$ cat src/rtl/i2c_regport_pkg.sv
package i2c_regport_pkg;
  localparam int DATA_W  = 8;
  localparam int PTR_W   = DATA_W - 1;
  localparam int STRAP_W = 2;
  localparam int CNT_W   = $clog2(DATA_W + 1);

  typedef enum logic [3:0] {
    ST_IDLE, ST_ADDR, ST_AACK, ST_PTR, ST_PACK,
    ST_WDAT, ST_WACK, ST_RDAT, ST_RACK
  } tgt_state_t;

  // Address byte hits when its upper seven bits equal {fixed part, straps}
  function automatic logic addr_hit(input logic [DATA_W-1:0] b,
                                    input logic [PTR_W-STRAP_W-1:0] hi,
                                    input logic [STRAP_W-1:0] strap);
    return b[DATA_W-1:1] == {hi, strap};
  endfunction

  // Pointer advance; natural wrap at the top of the register space
  function automatic logic [PTR_W-1:0] ptr_step(input logic [PTR_W-1:0] p,
                                                input logic inc);
    return inc ? PTR_W'(p + 1'b1) : p;
  endfunction
endpackage

$ cat src/rtl/i2c_line_sync.sv
module i2c_line_sync #(
  parameter int STAGES = 2
) (
  input  logic clk,
  input  logic rst_n,
  input  logic scl_in,
  input  logic sda_in,
  output logic sda_s,
  output logic scl_rise,
  output logic scl_fall,
  output logic start_evt,
  output logic stop_evt
);
  logic [STAGES-1:0] scl_q, sda_q;
  logic scl_p, sda_p, scl_s;

  always_ff @(posedge clk or negedge rst_n) begin
    if (!rst_n) begin
      scl_q <= '1;
      sda_q <= '1;
      scl_p <= 1'b1;
      sda_p <= 1'b1;
    end else begin
      scl_q <= {scl_q[STAGES-2:0], scl_in};
      sda_q <= {sda_q[STAGES-2:0], sda_in};
      scl_p <= scl_s;
      sda_p <= sda_s;
    end
  end

  assign scl_s     = scl_q[STAGES-1];
  assign sda_s     = sda_q[STAGES-1];
  assign scl_rise  = scl_s & ~scl_p;
  assign scl_fall  = ~scl_s & scl_p;
  assign start_evt = scl_s & scl_p & sda_p & ~sda_s;
  assign stop_evt  = scl_s & scl_p & ~sda_p & sda_s;
endmodule

$ cat src/rtl/i2c_regport_engine.sv
module i2c_regport_engine
  import i2c_regport_pkg::*;
#(
  parameter logic [PTR_W-STRAP_W-1:0] ADDR_HI = 5'b10010
) (
  input  logic               clk,
  input  logic               rst_n,
  input  logic               scl_rise,
  input  logic               scl_fall,
  input  logic               sda_s,
  input  logic               start_evt,
  input  logic               stop_evt,
  input  logic [STRAP_W-1:0] strap,
  input  logic [DATA_W-1:0]  rdata,
  output logic [PTR_W-1:0]   ptr,
  output logic [DATA_W-1:0]  wdata,
  output logic               we,
  output logic               sda_oe,
  output logic               ptr_load,
  output logic               busy
);
  tgt_state_t            st;
  logic [DATA_W-1:0]     sh;
  logic [CNT_W-1:0]      cnt;
  logic                  rw, inc;
  logic                  byte_done;

  assign byte_done = scl_fall && (cnt == CNT_W'(DATA_W));
  assign ptr_load  = (st == ST_PTR) && byte_done;
  assign busy      = (st != ST_IDLE);

  always_ff @(posedge clk or negedge rst_n) begin
    if (!rst_n) begin
      st     <= ST_IDLE;
      sh     <= '0;
      cnt    <= '0;
      rw     <= 1'b0;
      inc    <= 1'b0;
      ptr    <= '0;
      wdata  <= '0;
      we     <= 1'b0;
      sda_oe <= 1'b0;
    end else begin
      we <= 1'b0;
      if (start_evt) begin
        st     <= ST_ADDR;
        cnt    <= '0;
        sda_oe <= 1'b0;
      end else if (stop_evt) begin
        st     <= ST_IDLE;
        sda_oe <= 1'b0;
      end else begin
        unique case (st)
          ST_ADDR, ST_PTR, ST_WDAT: begin
            if (scl_rise) begin
              sh  <= {sh[DATA_W-2:0], sda_s};
              cnt <= cnt + 1'b1;
            end else if (byte_done) begin
              if (st == ST_ADDR) begin
                if (addr_hit(sh, ADDR_HI, strap)) begin
                  rw     <= sh[0];
                  sda_oe <= 1'b1;
                  st     <= ST_AACK;
                end else begin
                  st <= ST_IDLE;
                end
              end else if (st == ST_PTR) begin
                ptr    <= sh[PTR_W-1:0];
                inc    <= sh[DATA_W-1];
                sda_oe <= 1'b1;
                st     <= ST_PACK;
              end else begin
                wdata  <= sh;
                we     <= 1'b1;
                sda_oe <= 1'b1;
                st     <= ST_WACK;
              end
            end
          end
          ST_AACK, ST_PACK, ST_WACK: begin
            if (scl_fall) begin
              cnt <= '0;
              if (st == ST_AACK && rw) begin
                sh     <= rdata;
                sda_oe <= ~rdata[DATA_W-1];
                st     <= ST_RDAT;
              end else begin
                sda_oe <= 1'b0;
                st     <= (st == ST_AACK) ? ST_PTR : ST_WDAT;
                if (st == ST_WACK) ptr <= ptr_step(ptr, inc);
              end
            end
          end
          ST_RDAT: begin
            if (scl_rise) begin
              cnt <= cnt + 1'b1;
            end else if (byte_done) begin
              sda_oe <= 1'b0;
              st     <= ST_RACK;
            end else if (scl_fall) begin
              sda_oe <= ~sh[DATA_W-2];
              sh     <= {sh[DATA_W-2:0], 1'b0};
            end
          end
          ST_RACK: begin
            if (scl_rise) begin
              if (sda_s) st <= ST_IDLE;
              else       ptr <= ptr_step(ptr, inc);
            end else if (scl_fall) begin
              cnt    <= '0;
              sh     <= rdata;
              sda_oe <= ~rdata[DATA_W-1];
              st     <= ST_RDAT;
            end
          end
          default: ;
        endcase
      end
    end
  end
endmodule

$ cat src/rtl/i2c_regport.sv
module i2c_regport
  import i2c_regport_pkg::*;
#(
  parameter logic [PTR_W-STRAP_W-1:0] ADDR_HI     = 5'b10010,
  parameter int                       SYNC_STAGES = 2
) (
  input  logic               clk,
  input  logic               rst_n,
  input  logic               scl_in,
  input  logic               sda_in,
  output logic               sda_oe,
  input  logic [STRAP_W-1:0] strap,
  output logic [PTR_W-1:0]   reg_addr,
  output logic [DATA_W-1:0]  reg_wdata,
  output logic               reg_we,
  input  logic [DATA_W-1:0]  reg_rdata
);
  logic sda_s, scl_rise, scl_fall, start_evt, stop_evt;
  logic ptr_load, busy;

  i2c_line_sync #(.STAGES(SYNC_STAGES)) u_sync (
    .clk(clk), .rst_n(rst_n), .scl_in(scl_in), .sda_in(sda_in),
    .sda_s(sda_s), .scl_rise(scl_rise), .scl_fall(scl_fall),
    .start_evt(start_evt), .stop_evt(stop_evt)
  );

  i2c_regport_engine #(.ADDR_HI(ADDR_HI)) u_eng (
    .clk(clk), .rst_n(rst_n), .scl_rise(scl_rise), .scl_fall(scl_fall),
    .sda_s(sda_s), .start_evt(start_evt), .stop_evt(stop_evt),
    .strap(strap), .rdata(reg_rdata), .ptr(reg_addr), .wdata(reg_wdata),
    .we(reg_we), .sda_oe(sda_oe), .ptr_load(ptr_load), .busy(busy)
  );
endmodule

$ cat config.mk
export PLATFORM = sky130hd
export DESIGN_NAME = i2c_regport
export DESIGN_NICKNAME = d
export VERILOG_FILES = /design/src/rtl/i2c_regport_pkg.sv /design/src/rtl/i2c_line_sync.sv /design/src/rtl/i2c_regport_engine.sv /design/src/rtl/i2c_regport.sv
export SDC_FILE = /design/constraint.sdc
export NUM_CORES = 1
export LEC_CHECK = 0
export ABC_AREA = 1
export CORE_MARGIN = 2
export CORE_UTILIZATION = 40
export CTS_BUF_LIST = sky130_fd_sc_hd__clkbuf_4
export CTS_CLUSTER_DIAMETER = 40
export DETAILED_ROUTE_END_ITERATION = 8
export MAX_ROUTING_LAYER = met4
export PLACE_DENSITY = 0.67
export SLEW_MARGIN = 20
export SYNTH_ARGS = -nofsm -noshare
export SYNTH_HDL_FRONTEND = slang
export SYNTH_SLANG_ARGS = --single-unit
$ cat constraint.sdc
create_clock -name clk -period 1.66 [get_ports clk]
set_input_delay 0.498 -clock clk [delete_from_list [all_inputs] [get_ports clk]]
set_output_delay 0.498 -clock clk [all_outputs]
set_load 0.01 [all_outputs]
# Yosys cells after proc, flatten, opt, wreduce, memory -nomap -nowiden
# Index checks and enable logic that the tools add are counted.
# word_totals
ff_bits,41
output_inout_bits,17
# op_classes
addsub,2
n_eq_ne,40
n_mux,63
bitwise,18
n_reduce_logical,17
# ops
cell,n
7-bit two-way mux,10
4-bit two-way mux,17
8-bit two-way mux,8
8-bit one-hot mux with 4 select lines,1
7-bit one-hot mux with 3 select lines,1
7-bit AND reduction,3
1-bit two-way mux,20
"2-bit != test, second input constant",10
"4-bit by 3-bit equality test with 1-bit output, second input constant",4
"4-bit by 3-bit != test with 1-bit output, second input constant",4
4-bit one-hot mux with 4 select lines,1
"2-bit by 1-bit != test with 1-bit output, second input constant",7
"4-bit != test, second input constant",3
4-bit one-hot mux with 3 select lines,1
12-bit AND reduction,1
1-bit inverter,11
11-bit AND reduction,1
"5-bit != test, second input constant",2
9-bit AND reduction,1
"4-bit by 2-bit equality test with 1-bit output, second input constant",2
"4-bit equality test, second input constant",2
8-bit AND reduction,1
4-bit nonzero test,2
"7-bit by 1-bit adder with 7-bit output, second input constant",1
other kinds (17),26

# Logic depth before layout (Yosys ltp)
# logic_depth
word_depth,8
mapped_depth,12
ltp_nobuf,12

# By module
# A second synthesis with hierarchy kept.
# unflattened
hier_cells,339
area_unflattened_um2,2437.3
# modules_own_cells
mod,instances,cells_per_inst,area_per_inst_um2,seq_area_each_um2
i2c_regport_engine,1,322,2238.4,875.8
i2c_line_sync,1,17,198.9,157.7

# Least setup slack after synthesis
# No wires, ideal clock.
# synth_timing
kind,register to register
from,register u_sync.sda_q[1]
to,register u_eng.ptr[2]
setup_ns,0.118
arrival_time_ns,1.492
required_time_ns,1.542
path_slack_ns,0.050
stages_incl_launch_ff,10
path_buffers,0
path_cell_list,dfstp_2 inv_1 nand2_1 nor2_2 nor2_4 nand3_1 nor2_2 nand3_4 nand2_1 nand2_1
# synth_via
elab_chain_cells,4
elab_cells_between_ends,7
# synth_lines
element,line,source
start: declaration,i2c_line_sync.sv:14,"logic [STAGES-1:0] scl_q, sda_q;"
start signal: assignment,i2c_line_sync.sv:25,"sda_q <= {sda_q[STAGES-2:0], sda_in};"
1-bit inverter,i2c_line_sync.sv:35,assign start_evt = scl_s & scl_p & sda_p & ~sda_s;
1-bit bitwise AND,i2c_line_sync.sv:35,
1-bit inverter (no source line),n/a,
12-bit AND reduction (no source line) *,n/a,
end signal: assignment,i2c_regport_engine.sv:68,ptr <= sh[PTR_W-1:0];
end signal: assignment,i2c_regport_engine.sv:90,"if (st == ST_WACK) ptr <= ptr_step(ptr, inc);"
end signal: assignment,i2c_regport_engine.sv:108,"else ptr <= ptr_step(ptr, inc);"
end: declaration,i2c_regport_engine.sv:15,"output logic [PTR_W-1:0] ptr,"
# Mark *: on every way between the ends. The rest lies on a longest branch, timed or not.
# A chain may end at the register's enable or synchronous reset.

# Final worst setup path
# layout_timing
from,register u_sync.scl_p
to,register u_eng.st[0]
# layout_via
elab_chain_cells,6
elab_cells_between_ends,22
# layout_lines
element,line,source
start: declaration,i2c_line_sync.sv:15,"logic scl_p, sda_p, scl_s;"
start signal: assignment,i2c_line_sync.sv:26,scl_p <= scl_s;
branches (longest 6 deep; another with 8-bit AND reduction),n/a,
end signal: assignment,i2c_regport_engine.sv:89,st <= (st == ST_AACK) ? ST_PTR : ST_WDAT;
end: declaration,i2c_regport_engine.sv:22,tgt_state_t st;
# Several ways; the timed one is not identified.

==> flow_metrics.py <==
metrics = {
    "status": {
        "status": "finished, violations left",
        "violations": "negative setup slack",
    },
    "worst_setup_path": {
        "arrival_ps": 2050,
        "end_kind": "flop",
        "cp-start-kind": "flop",
        "worstSetupPathType": "flop to flop",
        "crit_fanout": 6,
        "required_ps": 1990,
    },
    "floorplan": {
        "pin_count": 31,
        "initial_utilization_pct": 41.43,
        "num_rows": 28,
        "die_w_um": 82.54,
        "die_y_um": 82.54,
        "core_sq_um": 5956,
        "die_area_sq_um": 6813,
    },
    "synth": {
        "synth-compound-area-share_pct": 6.491,
        "postSynthCellCount": 348,
        "muxShareOfSynthArea_pct": 0,
        "synth_fa_ha_area_share_pct": 1.521,
        "synth-seq-cells": 41,
        "postSynthNetCount": 365,
        "synth_area_sq_um": 2467,
        "synth.distinct_cells": 28,
        "syn_area_per_cell_sq_um": 7.090,
        "ys.warnings.count": 0,
        "synth_top_family_by_area": "simple AND/OR/NAND/NOR gates",
        "synth-simple-area-share_pct": 41.99,
        "synth-seq-area-share_pct": 41.89,
        "synth-xor-area-share_pct": 1.420,
    },
    "clock_tree": {
        "clk_latency_ps": 380,
        "cts_tree": "built",
        "htreeDepth": 2,
        "cts-root-buf": "clkbuf_4",
        "numCtsBuffers": 5,
        "clk_pin_slew_worst_paths_ps": 140,
        "clock_sinks": 41,
        "ctsLongestPathBuffers": 2,
        "holdBufCountCts": 0,
    },
    "finish": {
        "design_area_sq_um": 3571,
        "antennaDiodeCount": 0,
        "final_util_pct": 59.96,
        "area_growth_pct": 44.73,
        "instances_no_fill": 509,
        "nNetsFinal": 450,
        "drive_above_1_share_pct": 34.10,
        "fillers": 542,
    },
    "routing": {
        "dr.pass1.iters": 4,
        "drt_wl_total_um": 6886,
        "avgRoutedWirePerCell_um": 13.53,
        "via_per_inst": 4.923,
        "drt_iter0_drc": 138,
        "drcViolationCount": 0,
        "postRouteAntennaNets": 0,
        "vias": 2506,
    },
    "job": {
        "drv_cap": 0,
    },
    "sta": {
        "period_minus_slack_ps": 1721,
        "slew_viol_final": 0,
        "relSlewSlack_pct": 72.19,
        "setup_slack_ps": -60.71,
        "setup_tns_ps": -516.7,
        "clock.fmax_ghz": 0.5812,
        "period_share_pct": 103.7,
        "fin_hold_ws_ps": 25.01,
        "rsz0062_at_grt": "true",
        "hold_violations": 0,
        "worst_slew_pin_slew_ps": 417.2,
        "fin_worst_skew_ps": 14.85,
        "finalSetupViolCount": 16,
    },
    "min_path": {
        "hold_class": "input pin to asynchronous set/reset pin",
    },
    "global_route": {
        "grt_remaining_overflow": 0,
        "grt_max_degree": 18,
        "grt_pass1_vias": 2234,
        "grt_pass1_wl_um": 10420,
        "antenna_found_initial": 0,
        "grtUsageTotal_pct": 20.62,
    },
    "power": {
        "power.density_nw_per_um2": 1969,
        "peakVddDrop_mv": 0.9304,
        "leakagePower_nw": 1.913,
    },
    "placed_design": {
        "hpwlAfterDp_um": 4628,
        "place.port_buffers": 30,
        "dp.cells": 482,
        "place_area_sq_um": 3087,
        "place_congestion": 0.8756,
    },
}
synth_stat cells:
cell type | n | area share (%)
nand2_1 | 132 | 20
nand3_1 | 39 | 7.9
dfrtp_1 | 35 | 35
nor2_1 | 35 | 5.3
inv_1 | 31 | 4.7
o21ai_0 | 19 | 3.9
nand4_1 | 12 | 3.0
dfstp_2 | 6 | 6.4
nand2_2 | 5 | 1.3
nor2_2 | 4 | 1.0
a21oi_4 | 3 | 2.0
buf_4 | 3 | 0.91
ha_1 | 3 | 1.5
inv_2 | 3 | 0.46
xor2_1 | 3 | 1.1
a21oi_1 | 2 | 0.41
nor2_4 | 2 | 0.91
a31oi_1 | 1 | 0.25
and2_1 | 1 | 0.25
and3_1 | 1 | 0.25
buf_6 | 1 | 0.46
clkbuf_1 | 1 | 0.15
nand2_4 | 1 | 0.46
nand3_4 | 1 | 0.71
nor3_1 | 1 | 0.20
nor3b_1 | 1 | 0.30
or2_1 | 1 | 0.25
xnor2_1 | 1 | 0.36
report_power, final:
part           switching [mW]  total (mW)  internal (mW)  leakage, nW
logic                    2.68        4.73           2.05         1.36
registers               0.311        1.60           1.29        0.517
clock network           0.379       0.697          0.319       0.0414
total                    3.37        7.03           3.66         1.91
registers in the layout, indices dropped and copies added (netlist names), 2 cells and up:
signal / cells
u_eng.cnt: 4
u_eng.ptr: 7
u_eng.sh: 8
u_eng.st: 4
u_eng.wdata: 8
u_sync.scl_q: 2
u_sync.sda_q: 2
metrics by stage:
stage,power (mW),setup WS (ps)
CTS,6.138,1.247
finish,7.032,-60.71
floorplan,3.935,49.63
global route,7.611,-157.4
detailed placement,5.287,-191.9
global placement,5.232,-145.5
metal layers:
metal  vias up  wire length [um]  part of all wire (%)  global-route usage [%]
met5         -                 0                     0                       -
met3         8               348                   5.1                   4.565
met1      1155              3051                    44                   28.73
met2        57              3412                    50                   30.08
met4         0                74                   1.1                   6.066
li1       1286                 -                     -                       -
layout by cell type (no fill, tap or decap), types with 12 or more instances in the layout:
cell type	netlist	routed
buf_4	3	42
clkdlybuf4s50_1	0	12
dfrtp_1	35	31
dlygate4sd2_1	0	16
inv_1	31	23
nand2_1	132	107
nand2_2	5	21
nand3_1	39	29
nand4_1	12	12
nor2_1	35	23
o21ai_0	19	15
path summary, 6_finish.rpt:
| path | startpoint | end | slack, ps | cells past startpoint |
|---|---|---|---|---|
| max in group asynchronous | rst_n | u_eng.st[1] | 1070 | 2 |
| worst max-delay path | u_sync.scl_p | u_eng.st[0] | -60 | 11 |
| worst min register to register | u_sync.scl_q[0] | u_sync.scl_q[1] | 360 | 0 |
| min in group clk | u_sync.scl_q[0] | u_sync.scl_q[1] | 360 | 0 |
| worst max register to register | u_sync.scl_p | u_eng.st[0] | -60 | 11 |
| worst min-delay path | rst_n | u_eng.ptr[0] | 30 | 1 |
repair_timing:
action | CTS | global route
endpoints found under the setup margin | 38 | 30
hold endpoints to repair | 0 | 0
gates cloned | 0 | 1
resized for setup | 22 | 88
buffers inserted | 10 | 8
pin swaps | 1 | 31
cell type report:
cell class | instances | area (sq um) | area share [%]
Multi-Input combinational cell | 268 | 1508 | 42.22
Sequential cell | 41 | 1039 | 29.08
Timing Repair Buffer | 83 | 716.9 | 20.08
Inverter | 34 | 130.1 | 3.644
Tap cell | 75 | 93.84 | 2.628
Clock inverter | 3 | 46.29 | 1.296
Clock buffer | 5 | 37.54 | 1.051
worst max-delay path, stage by stage, from the launching register on:
cell and delay, ps:
dfstp_2 600, inv_2 70, nand2_2 120, inv_2 70
buf_4 160, nand2_1 90, nand2_1 60, nor2_1 160
nand2_2 130, inv_1 100, nand2_1 70, nand2_1 60
logic make-up after synthesis:
group,after synthesis
buffers and inverters,39
flip-flops,41
adder cells (fa/ha/maj),3
AND/OR/NAND/NOR,236
XOR/XNOR,4
AO/OA/AOI/OAI,25
No activity file was read; power rests on OpenSTA's default activity.
